==> config.mk <==
export PLATFORM = sky130hd
export DESIGN_NAME = irq_cause_ctrl
export DESIGN_NICKNAME = d
export VERILOG_FILES = /design/src/rtl/irq_cause_pkg.sv /design/src/rtl/irq_src_detect.sv /design/src/rtl/irq_cause_regs.sv /design/src/rtl/irq_out_gen.sv /design/src/rtl/irq_cause_ctrl.sv
export SDC_FILE = /design/constraint.sdc
export NUM_CORES = 1
export LEC_CHECK = 0
export BUFFER_PORTS_ARGS = -buffer_cell sky130_fd_sc_hd__buf_4
export CAP_MARGIN = 30
export CELL_PAD_IN_SITES_DETAIL_PLACEMENT = 1
export CELL_PAD_IN_SITES_GLOBAL_PLACEMENT = 1
export CORE_MARGIN = 3
export CORE_UTILIZATION = 37
export DETAILED_ROUTE_END_ITERATION = 6
export GPL_ROUTABILITY_DRIVEN = 0
export GPL_TIMING_DRIVEN = 0
export PLACE_DENSITY_LB_ADDON = 0.1
export SETUP_SLACK_MARGIN = 0.02
export SYNTH_ARGS = -nofsm -noshare
export SYNTH_HDL_FRONTEND = slang
export SYNTH_SLANG_ARGS = --single-unit
export TNS_END_PERCENT = 20
==> constraint.sdc <==
create_clock -name clk_i -period 1.9 [get_ports clk_i]
set_input_delay 0.475 -clock clk_i [delete_from_list [all_inputs] [get_ports clk_i]]
set_output_delay 0.475 -clock clk_i [all_outputs]
set_load 0.005 [all_outputs]
==> src/rtl/irq_cause_pkg.sv <==
package irq_cause_pkg;
  parameter int unsigned NUM_SRC = 32;
  parameter int unsigned ADDR_W  = 8;

  parameter logic [ADDR_W-1:0] OFF_CAUSE = 8'h00;
  parameter logic [ADDR_W-1:0] OFF_MASK  = 8'h10;
  parameter logic [ADDR_W-1:0] OFF_CTRL  = 8'h28;

  parameter int unsigned CTRL_EDGE_BIT = 3;
  parameter int unsigned CTRL_MSID_BIT = 5;

  typedef enum logic [1:0] {
    SEL_NONE,
    SEL_CAUSE,
    SEL_MASK,
    SEL_CTRL
  } reg_sel_e;

  function automatic reg_sel_e decode_off(input logic [ADDR_W-1:0] a);
    case (a)
      OFF_CAUSE: decode_off = SEL_CAUSE;
      OFF_MASK:  decode_off = SEL_MASK;
      OFF_CTRL:  decode_off = SEL_CTRL;
      default:   decode_off = SEL_NONE;
    endcase
  endfunction
endpackage

==> src/rtl/irq_src_detect.sv <==
module irq_src_detect #(
  parameter int unsigned N = 32
) (
  input  logic         clk_i,
  input  logic         rst_ni,
  input  logic [N-1:0] src_i,
  input  logic         edge_mode_i,
  output logic [N-1:0] set_o
);
  logic [N-1:0] hist_q;

  for (genvar g = 0; g < N; g++) begin : g_src
    always_ff @(posedge clk_i or negedge rst_ni) begin
      if (!rst_ni) hist_q[g] <= 1'b0;
      else         hist_q[g] <= src_i[g];
    end
    // level: follow line; edge: 0->1 only
    assign set_o[g] = edge_mode_i ? (src_i[g] & ~hist_q[g]) : src_i[g];
  end

  // a line that was already high never produces a set in edge mode
  a_r4_edge_one_shot: assert property (@(posedge clk_i) disable iff (!rst_ni)
    edge_mode_i |-> ((set_o & $past(src_i)) == '0));
endmodule

==> src/rtl/irq_cause_regs.sv <==
module irq_cause_regs
  import irq_cause_pkg::*;
#(
  parameter int unsigned N  = NUM_SRC,
  parameter int unsigned AW = ADDR_W
) (
  input  logic          clk_i,
  input  logic          rst_ni,
  input  logic [AW-1:0] addr_i,
  input  logic          we_i,
  input  logic [N-1:0]  wdata_i,
  input  logic [N-1:0]  set_i,
  output logic [N-1:0]  cause_o,
  output logic [N-1:0]  mask_o,
  output logic          edge_mode_o,
  output logic [N-1:0]  rdata_o
);
  localparam logic [N-1:0] ALL_ONES = '1;

  reg_sel_e     sel;
  logic [N-1:0] cause_q, mask_q, keep_vec, ctrl_view;
  logic         edge_q, msid_q;

  assign sel = decode_off(addr_i);

  // bits written 0 are dropped; set events override
  assign keep_vec = (we_i && sel == SEL_CAUSE) ? wdata_i : ALL_ONES;

  always_ff @(posedge clk_i or negedge rst_ni) begin
    if (!rst_ni) begin
      cause_q <= '0;
      mask_q  <= ALL_ONES;
      edge_q  <= 1'b0;
      msid_q  <= 1'b0;
    end else begin
      cause_q <= (cause_q & keep_vec) | set_i;
      if (we_i && sel == SEL_MASK) mask_q <= wdata_i;
      if (we_i && sel == SEL_CTRL) begin
        edge_q <= wdata_i[CTRL_EDGE_BIT];
        msid_q <= wdata_i[CTRL_MSID_BIT];
      end
    end
  end

  always_comb begin
    ctrl_view = '0;
    ctrl_view[CTRL_EDGE_BIT] = edge_q;
    ctrl_view[CTRL_MSID_BIT] = msid_q;
  end

  always_comb begin
    case (sel)
      SEL_CAUSE: rdata_o = cause_q;
      SEL_MASK:  rdata_o = mask_q;
      SEL_CTRL:  rdata_o = ctrl_view;
      default:   rdata_o = '0;
    endcase
  end

  assign cause_o     = cause_q;
  assign mask_o      = mask_q;
  assign edge_mode_o = edge_q;

  // every set event lands, whatever was written
  a_r6_set_wins: assert property (@(posedge clk_i) disable iff (!rst_ni)
    (|set_i) |=> ((cause_q & $past(set_i)) == $past(set_i)));

  // a cause bit only becomes 1 through a set event
  a_r5_no_write_set: assert property (@(posedge clk_i) disable iff (!rst_ni)
    1'b1 |=> ((cause_q & ~$past(cause_q) & ~$past(set_i)) == '0));

  // writes to undecoded offsets leave mask and control alone
  a_r9_unmapped_ignored: assert property (@(posedge clk_i) disable iff (!rst_ni)
    (we_i && sel == SEL_NONE) |=> ($stable(mask_q) && $stable(edge_q) && $stable(msid_q)));

  // undecoded offsets read 0
  a_r9_unmapped_zero: assert property (@(posedge clk_i) disable iff (!rst_ni)
    (sel == SEL_NONE) |-> (rdata_o == '0));
endmodule

==> src/rtl/irq_out_gen.sv <==
module irq_out_gen #(
  parameter int unsigned N = 32
) (
  input  logic         clk_i,
  input  logic         rst_ni,
  input  logic [N-1:0] cause_i,
  input  logic [N-1:0] mask_i,
  output logic         irq_o
);
  logic [N-1:0] live;
  logic         irq_q;

  assign live = cause_i & ~mask_i;

  always_ff @(posedge clk_i or negedge rst_ni) begin
    if (!rst_ni) irq_q <= 1'b0;
    else         irq_q <= |live;
  end

  assign irq_o = irq_q;

  // a rising output needs an unmasked cause one edge before
  a_r7_rise_needs_cause: assert property (@(posedge clk_i) disable iff (!rst_ni)
    $rose(irq_o) |-> $past((cause_i & ~mask_i) != '0));

  // fully masked inputs force the output low next cycle
  a_r7_full_mask_quiet: assert property (@(posedge clk_i) disable iff (!rst_ni)
    (&mask_i) |=> !irq_o);
endmodule

==> src/rtl/irq_cause_ctrl.sv <==
module irq_cause_ctrl
  import irq_cause_pkg::*;
#(
  parameter int unsigned N  = NUM_SRC,
  parameter int unsigned AW = ADDR_W
) (
  input  logic          clk_i,
  input  logic          rst_ni,
  input  logic [N-1:0]  src_i,
  input  logic [AW-1:0] addr_i,
  input  logic          we_i,
  input  logic [N-1:0]  wdata_i,
  output logic [N-1:0]  rdata_o,
  output logic          irq_o
);
  logic [N-1:0] set_vec, cause, mask;
  logic         edge_mode;

  irq_src_detect #(.N(N)) u_detect (
    .clk_i      (clk_i),
    .rst_ni     (rst_ni),
    .src_i      (src_i),
    .edge_mode_i(edge_mode),
    .set_o      (set_vec)
  );

  irq_cause_regs #(.N(N), .AW(AW)) u_regs (
    .clk_i      (clk_i),
    .rst_ni     (rst_ni),
    .addr_i     (addr_i),
    .we_i       (we_i),
    .wdata_i    (wdata_i),
    .set_i      (set_vec),
    .cause_o    (cause),
    .mask_o     (mask),
    .edge_mode_o(edge_mode),
    .rdata_o    (rdata_o)
  );

  irq_out_gen #(.N(N)) u_out (
    .clk_i  (clk_i),
    .rst_ni (rst_ni),
    .cause_i(cause),
    .mask_i (mask),
    .irq_o  (irq_o)
  );

  // in level mode a high line is pending on the following cycle
  a_r3_level_sticks: assert property (@(posedge clk_i) disable iff (!rst_ni)
    (!edge_mode && (|src_i)) |=> ((cause & $past(src_i)) == $past(src_i)));
endmodule

==> reports/metrics.cfg, run 1 <==
[timing]
fin_crit_sh_pct = 114
slew_headroom_pct = 54.7
hold_viol = 0
hold_slack_ps = 143
worst_slack_ps = -264
finClkSkew_ps = 7.41
slew_violations = 0
rsz0062_at_grt = yes
setup_viol = 38
fmax_mhz = 462
max_slew.worst_pin.slew_ps = 680
min_period_ps = 2160

[placed_design]
io_buffers = 106
place_hpwl_um = 9320
pre_cts_ws_ps = -804

[detailed_routing]
vias = 3479
routedWlPerCell_um = 19.5
first_pass_iters = 4
totalWireLength_um = 13300
postRouteAntennaNets = 0
drc = 0
routed_via_density = 5.09
drtIter0Drc = 95

[global_route]
grt_pass1_vias = 3836
grt_usage_pct = 21.1
grt_max_degree = 54
antenna_found_initial = 0
grt_overflow = 0
grt_pass1_wl_um = 20500

[cells_and_area]
regArea_um2 = 2520
layout.nets = 615
antenna_cells = 0
syn2layout_area_growth_pct = 35.9
layout-drive-gt1-share_pct = 38.8
fillers = 1262
multi_input_area_um2 = 1660

[setup_path]
critPathSlowestCell = nor4_4
startpoint_type = primary input
r2r_start = u_regs.edge_mode_o
rr_worst_depth = 5
arrival_ps = 1690
crit_chain = buf_4 -> nor4_4 -> buf_4 -> nand2_4 -> clkbuf_16 -> o21ai_1 -> buf_4
timing.rr.end = u_regs.cause_o[9]
slowest_delay_ps = 280
worstSetupPathType = primary input to output pin
crit_fanout = 5
cp-end-kind = output pin
reg2reg_slack_ps = 290
critPathRequiredTime_ps = 1420
critPathMostFrequentCell = buf_4

[die]
core_area_um2 = 11100
start_util_pct = 38.8
die-area_um2 = 13000
dieHeight_um = 114
ios = 108
fp-row-count = 38
die_w_um = 114

[synth]
synth.avg_cell_area_um2 = 10.6
netlist_area_um2 = 4320
ys_seq_area_share_pct = 58.3
ys.warnings.count = 0
synth_nets = 484
synth_seq_cells = 99
synth_cell_type_count = 20
synth_cells = 409

[clock_network]
cts.clk_slew.worst_paths_ps = 60
clk_path_buf_depth = 2
ctsHtreeMaxLevel = 3
cts_hold_buf = 0
cts-root-buf = clkbuf_16
clkLatencyLatePin_ps = 350
cts_tree = done
cts_sinks = 99
numCtsBuffers = 9

[power]
powerDensity_nw_per_um2 = 742
ir_drop_mv = 0.629
p_leak_nw = 2.84

[outcome]
violations = setup timing
outcome = finished, violations left

[min_path]
worstHoldPathType = primary input to async pin

[job]
maxCapViolations = 0

worst max-delay path: cells and delay by family:
kind / cells / cell delay [ps]
compound gates: 1 / 140
simple gates: 2 / 400
buf+inv: 4 / 660
registers in the layout, indices dropped and copies added (netlist names):
register and count:
u_regs.cause_o 32, u_regs.edge_mode_o 1, u_regs.mask_o 32, u_detect.hist_q 32, u_out.irq_o 1, u_regs.msid_q 1
timing repair:
item / CTS / global route
resized for setup: 38 / 14
pin swaps: 2 / 2
setup buffers: 4 / 6
cloned: 0 / 3
endpoints found under the setup margin: 52 / 37
power breakdown:
group / switching [mW] / total (mW) / internal [mW]
clock network: 0.765 / 1.72 / 0.951
registers: 0.0369 / 2.24 / 2.20
logic: 0.204 / 0.398 / 0.194
total: 1.01 / 4.36 / 3.35
cells by family after synthesis:
logic type	count (synthesis)	synth area share, %
flops	99	58.3
buf+inv	52	4.78
compound gates	50	6.26
simple gates	142	14.3
mux	66	16.3
cells in the mapped netlist, drive strengths merged:
| cell type | count | share of area [%] |
|---|---|---|
| nand2b | 1 | 0.15 |
| or4 | 1 | 0.26 |
| dfstp | 32 | 19 |
| mux2 | 34 | 8.9 |
| mux2i | 32 | 7.4 |
| nor4 | 6 | 1.2 |
| dfrtp | 67 | 39 |
| o22ai | 16 | 2.3 |
| clkbuf | 12 | 1.0 |
| inv | 32 | 2.8 |
| o21ai | 34 | 3.9 |
| buf | 8 | 0.96 |
| nand4 | 2 | 0.29 |
| nor2 | 30 | 2.6 |
| nand2 | 69 | 6.0 |
| nor3 | 33 | 3.8 |
placed cells by master (no fill, tap or decap), drive strengths merged:
| cell type | synthesis | final |
|---|---|---|
| mux2 | 34 | 34 |
| o21ai | 34 | 34 |
| nor2 | 30 | 30 |
| nor3 | 33 | 33 |
| mux2i | 32 | 32 |
| nor4 | 6 | 6 |
| clkinvlp | 0 | 1 |
| clkinv | 0 | 1 |
| nand2b | 1 | 1 |
| o22ai | 16 | 16 |
| or4 | 1 | 1 |
| nand4 | 2 | 2 |
| inv | 32 | 32 |
| dfrtp | 67 | 67 |
| nand2 | 69 | 70 |
| clkbuf | 12 | 25 |
| dfstp | 32 | 32 |
| buf | 8 | 127 |
metrics by stage:
step | cell area (um2) | power (mW) | cells | setup TNS [ps] | utilization, %
4_1_cts | 5760 | 4.40 | 675 | -5680 | 51.7
3_3_place_gp | 5290 | 2.64 | 655 | -40130 | 47.5
3_5_place_dp | 5320 | 2.66 | 656 | -42410 | 47.8
2_1_floorplan | 4320 | 2.40 | 409 | -11.9 | -
5_1_grt | 5870 | 4.53 | 684 | -9100 | 52.7
6_report | 5870 | 4.36 | 684 | -6820 | 52.7
layout make-up:
type / instances / share of cell area [%]
Buffer: 20 / 3.09
Sequential cell: 99 / 42.9
Clock inverter: 2 / 0.213
Multi-Input combinational cell: 259 / 28.3
Tap cell: 140 / 2.99
Timing Repair Buffer: 119 / 16.0
Clock buffer: 13 / 4.44
Inverter: 32 / 2.05
how the worst max path moves through the flow:
stage / start / endpoint / slack [ps] / cells past startpoint
final: addr_i[6] / rdata_o[3] / -260 / 7
after global routing: addr_i[6] / rdata_o[5] / -300 / 7
after CTS: addr_i[0] / rdata_o[31] / -220 / 6
after detailed placement: addr_i[6] / rdata_o[6] / -800 / 6
after global placement: addr_i[6] / rdata_o[0] / -810 / 6
after floorplan: addr_i[4] / rdata_o[3] / -10 / 5
per-layer routing:
metal	track usage, %	part of all wire, %	vias to the layer above
met3	5.94	5.2	15
met2	35.4	50	87
li1	-	-	1645
met1	26.9	43	1732
met5	0	0	-
met4	5.70	1.7	0
(Power assumes the default switching activity.)
==> inputs of run 2 (changes only) <==
--- a/config.mk
+++ b/config.mk
@@ -15,6 +15,7 @@
 export GPL_ROUTABILITY_DRIVEN = 0
 export GPL_TIMING_DRIVEN = 0
 export PLACE_DENSITY_LB_ADDON = 0.1
+export RECOVER_POWER = 25
 export SETUP_SLACK_MARGIN = 0.02
 export SYNTH_ARGS = -nofsm -noshare
 export SYNTH_HDL_FRONTEND = slang
==> reports/metrics.cfg, run 2 (same netlist as run 1, synthesis figures left out) <==
[timing]
fin_crit_sh_pct = 114  ; about the same
fmax_mhz = 463  ; about the same
rsz0062_at_grt = yes
slew_headroom_pct = 16.9  ; -38 points
finClkSkew_ps = 5.62  ; -1.79 ps
slew_violations = 0  ; unchanged
min_period_ps = 2160  ; -2.01 ps
hold_viol = 0  ; unchanged
worst_slack_ps = -262  ; +2.01 ps
setup_viol = 35  ; -7.9%
max_slew.worst_pin.slew_ps = 1250  ; +567 ps
tns_ps = -6760  ; +56.6 ps

[detailed_routing]
drtIter0Drc = 109  ; +15%
postRouteAntennaNets = 0  ; unchanged
totalWireLength_um = 13200  ; -0.48%
drc = 0  ; unchanged
routed_via_density = 5.12  ; +0.66%
routedWlPerCell_um = 19.4  ; -0.48%
vias = 3502  ; +0.66%
first_pass_iters = 4  ; unchanged

[global_route]
grt_pass1_vias = 3836  ; unchanged
grt_pass1_wl_um = 20500  ; unchanged
grt_max_degree = 54  ; unchanged
grt_overflow = 0  ; unchanged
grt_usage_pct = 21.1  ; unchanged
antenna_found_initial = 0  ; unchanged

[die]
ios = 108  ; unchanged
die-area_um2 = 13000  ; unchanged
core_area_um2 = 11100  ; unchanged
dieHeight_um = 114  ; unchanged
fp-row-count = 38  ; unchanged
start_util_pct = 38.8  ; unchanged
die_w_um = 114  ; unchanged

[outcome]
outcome = finished, violations left
violations = setup timing

[placed_design]
place_hpwl_um = 9320  ; unchanged
dp.cells = 656  ; unchanged
io_buffers = 106  ; unchanged

[cells_and_area]
finish.utilization_pct = 52.2  ; -0.49 points
antenna_cells = 0  ; unchanged
final_common_cell = buf_4
fillers = 1270  ; +0.63%
syn2layout_area_growth_pct = 34.6
instances_no_fill = 684  ; unchanged
layout.nets = 615  ; unchanged
multi_input_area_um2 = 1660  ; unchanged
final_cell_mix = 82 x buf_4, 68 x nand2_1, 67 x dfrtp_1
regArea_um2 = 2520  ; unchanged
layout-drive-gt1-share_pct = 36.2  ; -2.6 points

[setup_path]
cp-end-kind = output pin
critPathMostFrequentCell = buf_4
critPathSlowestCell = nor4_4
crit_chain = buf_4 -> nor4_4 -> buf_4 -> nand2_4 -> clkbuf_16 -> o21ai_1 -> buf_4
worstSetupPathType = primary input to output pin
critPathRequiredTime_ps = 1420  ; about the same
crit_fanout = 5  ; unchanged
arrival_ps = 1690  ; about the same
startpoint_type = primary input
slowest_delay_ps = 280  ; about the same

[clock_network]
cts-root-buf = clkbuf_16
ctsHtreeMaxLevel = 3  ; unchanged
cts_tree = done
numCtsBuffers = 9  ; unchanged
cts_sinks = 99  ; unchanged
cts_hold_buf = 0  ; unchanged
clkLatencyLatePin_ps = 350  ; about the same
clk_path_buf_depth = 2  ; unchanged
cts.clk_slew.worst_paths_ps = 60  ; about the same

[power]
powerDensity_nw_per_um2 = 746  ; +0.47%
p_leak_nw = 2.79  ; -1.9%
ir_drop_mv = 0.627  ; -0.32%

[job]
maxCapViolations = 0  ; unchanged

[min_path]
worstHoldPathType = primary input to register

## run 2: what timing repair did
| item | in CTS | in global routing |
|---|---|---|
| pin swaps | 2 | 2 |
| buffers inserted | 4 | 6 |
| resized for setup | 38 | 14 |
| endpoints found under the setup margin | 52 | 37 |
| cloned | 0 | 3 |
## run 2: final cells by class
cell class                      count  share of cell area (%)
Timing Repair Buffer              119                    15.2
Inverter                           32                    2.07
Multi-Input combinational cell    259                    28.6
Tap cell                          140                    3.01
Clock inverter                      2                   0.215
Buffer                             20                    3.12
Sequential cell                    99                    43.3
Clock buffer                       13                    4.48
## run 2: power breakdown
| part | switching [mW] | internal [mW] |
|---|---|---|
| Combinational | 0.204 | 0.179 |
| Sequential | 0.0368 | 2.20 |
| Clock | 0.760 | 0.951 |
## run 2: final timing paths
kind | start | end | slack [ps] | cells after the start
setup reg to reg | u_regs.edge_mode_o | u_regs.cause_o[2] | 300 | 5
min in group asynchronous | rst_ni | u_regs.cause_o[25] | 390 | 1
max in group asynchronous | rst_ni | u_regs.mask_o[22] | 610 | 2
hold / removal | src_i[29] | u_detect.hist_q[29] | 250 | 1
hold reg to reg | u_regs.msid_q | u_regs.msid_q | 500 | 1
setup / recovery | addr_i[6] | rdata_o[3] | -260 | 7
## run 2: critical path, delay by kind of cell
kind | cells | cell delay (ps)
AOI/OAI and AO/OA | 1 | 140
buffers and inverters | 4 | 660
and+or+nand+nor | 2 | 400
## run 2: metal layers
| layer | track usage [%] | part of all wire [%] | wire, um |
|---|---|---|---|
| met1 | 26.9 | 43 | 5640 |
| met4 | 5.70 | 1.9 | 247 |
| met2 | 35.4 | 50 | 6670 |
| met5 | 0 | 0 | 0 |
| met3 | 5.94 | 5.2 | 687 |
## run 2: per-stage QoR
step           total power, mW  cell area [um2]  worst slack [ps]  hold slack, ps
2_1_floorplan             2.40             4320             -9.66             179
3_3_place_gp              2.64             5290              -812             478
3_5_place_dp              2.66             5320              -804             485
4_1_cts                   4.40             5760              -219             156
5_1_grt                   4.51             5810              -300             241
6_report                  4.33             5810              -262             252
==> inputs of run 3 (changes only) <==
--- a/config.mk
+++ b/config.mk
@@ -16,7 +16,7 @@
 export GPL_TIMING_DRIVEN = 0
 export PLACE_DENSITY_LB_ADDON = 0.1
 export RECOVER_POWER = 25
-export SETUP_SLACK_MARGIN = 0.02
+export SETUP_SLACK_MARGIN = 0.5
 export SYNTH_ARGS = -nofsm -noshare
 export SYNTH_HDL_FRONTEND = slang
 export SYNTH_SLANG_ARGS = --single-unit
==> reports/metrics.cfg, run 3 (same netlist as run 1, synthesis figures left out) <==
[die]
start_util_pct = 38.8  ; unchanged
fp-row-count = 38  ; unchanged
dieHeight_um = 114  ; unchanged
ios = 108  ; unchanged
die_w_um = 114  ; unchanged
die-area_um2 = 13000  ; unchanged
core_area_um2 = 11100  ; unchanged

[clock_network]
cts_tree = done
numCtsBuffers = 9  ; unchanged
cts.clk_slew.worst_paths_ps = 70  ; about the same
cts-root-buf = clkbuf_16
clkLatencyLatePin_ps = 350  ; about the same
cts_hold_buf = 0  ; unchanged
clk_path_buf_depth = 2  ; unchanged
ctsHtreeMaxLevel = 3  ; unchanged
cts_sinks = 99  ; unchanged

[cells_and_area]
layout.nets = 613  ; -0.33%
layout-drive-gt1-share_pct = 47.5  ; +11 points
antenna_cells = 0  ; unchanged
regArea_um2 = 2520  ; unchanged
fillers = 1192  ; -6.1%
multi_input_area_um2 = 2050  ; +23%
final_cell_mix = 67 x nand2_1, 67 x dfrtp_1, 58 x buf_4
finish.utilization_pct = 57.2  ; +4.9 points
syn2layout_area_growth_pct = 47.4

[power]
powerDensity_nw_per_um2 = 728  ; -2.3%
p_leak_nw = 3.00  ; +7.5%
ir_drop_mv = 0.547  ; -13%

[detailed_routing]
maxUsedRoutingLayer = met4
drc = 0  ; unchanged
totalWireLength_um = 14200  ; +7.4%
wirelength_met1_um = 6160  ; +9.4%
first_pass_iters = 4  ; unchanged
postRouteAntennaNets = 0  ; unchanged
drtIter0Drc = 105  ; -3.7%
routed-wl-met3_um = 758  ; +10%
routedWlPerCell_um = 20.8  ; +7.5%
vias = 3576  ; +2.1%
routed_via_density = 5.24  ; +2.3%
wl_met2_um = 7110  ; +6.5%

[setup_path]
critPathRequiredTime_ps = 1420  ; about the same
reg2reg_slack_ps = 560  ; +260 ps
path_delay_family = simple AND/OR/NAND/NOR gates
arrival_ps = 1650  ; -40 ps
critPathSlowestCell = or4_4
worstSetupPathType = primary input to output pin
slowest_delay_ps = 540  ; +260 ps
cp-end-kind = output pin
crit_chain = buf_6 -> or4_4 -> nor4_4 -> nand2_1 -> o21ai_1 -> buf_4
crit_fanout = 3  ; -2
startpoint_type = primary input
path_buf_inv = 2  ; -2

[global_route]
antenna_found_initial = 0  ; unchanged
grt_pass1_wl_um = 22000  ; +7.2%
grt_pass1_vias = 3966  ; +3.4%
grt_overflow = 0  ; unchanged
grt_usage_pct = 22.3  ; +1.2 points
grt_max_degree = 57  ; +5.6%

[min_path]
worstHoldPathType = primary input to register

[placed_design]
io_buffers = 106  ; unchanged
place_hpwl_um = 9390  ; +0.77%

[timing]
hold_viol = 0  ; unchanged
slew_violations = 0  ; unchanged
worst_slack_ps = -224  ; +37.5 ps
setup_viol = 62  ; +77%
slew_headroom_pct = 22.6  ; +5.7 points
rsz0062_at_grt = yes
fin_crit_sh_pct = 112  ; -2.0 points
max_slew.worst_pin.slew_ps = 1160  ; -85.1 ps
fmax_mhz = 471  ; +1.8%
tns_ps = -4570  ; +2190 ps
min_period_ps = 2120  ; -37.5 ps
finClkSkew_ps = 4.22  ; -1.41 ps

[outcome]
outcome = finished, violations left
violations = setup timing

[job]
maxCapViolations = 0  ; unchanged

[run 3: changes by cell type in the layout (fill, tap and decap cells not counted), moves of 9 or more]
cell    before  now
nor2_2      14    5
nor2_4       0   24
mux2_4       0   34
nor3_1      32   18
mux2_1      20    0
nor2_1      16    1
buf_4       82   58
mux2_2      14    0
buf_6        2   26
nor3_2       1   15
[run 3: final cells by class]
type | instances | share of cell area, %
plain buffers | 20 | 3.52
clock buffers | 13 | 4.25
clock inverters | 3 | 0.688
inverters | 32 | 1.89
multi-input cells | 258 | 32.2
flip-flops and latches | 99 | 39.6
well taps | 140 | 2.75
repair buffers | 118 | 15.2
[run 3: layer usage]
layer	up-vias	track usage (%)
met3	13	3.61
met1	1827	29.7
met2	94	37.2
met5	-	0
met4	0	7.52
li1	1642	-
[run 3: worst paths after layout]
check | start | endpoint | cells after the start
hold reg to reg | u_regs.msid_q | u_regs.msid_q | 1
min in group asynchronous | rst_ni | u_detect.hist_q[8] | 1
setup / recovery | addr_i[7] | rdata_o[5] | 6
max in group asynchronous | rst_ni | u_regs.mask_o[20] | 2
hold / removal | src_i[3] | u_detect.hist_q[3] | 1
setup reg to reg | u_regs.mask_o[7] | u_out.irq_o | 3
[run 3: what timing repair did]
item,in CTS,in global routing
gates resized for setup,104,48
setup endpoints to repair,93,99
pin swaps,13,5
gates cloned,1,2
setup buffers,3,5
[run 3: metrics by stage]
step	cell area, um2	instances	hold slack [ps]	total power, mW	setup slack, ps
2_1_floorplan	4440	409	179	2.42	-5.81
3_3_place_gp	5410	655	477	2.66	-519
3_5_place_dp	5440	656	488	2.68	-573
4_1_cts	6170	676	155	4.67	-201
5_1_grt	6360	683	252	4.82	-308
6_report	6360	683	249	4.63	-224
[run 3: power breakdown]
part,internal [mW],switching [mW]
Clock,1.13,0.804
Combinational,0.212,0.238
Sequential,2.20,0.0418
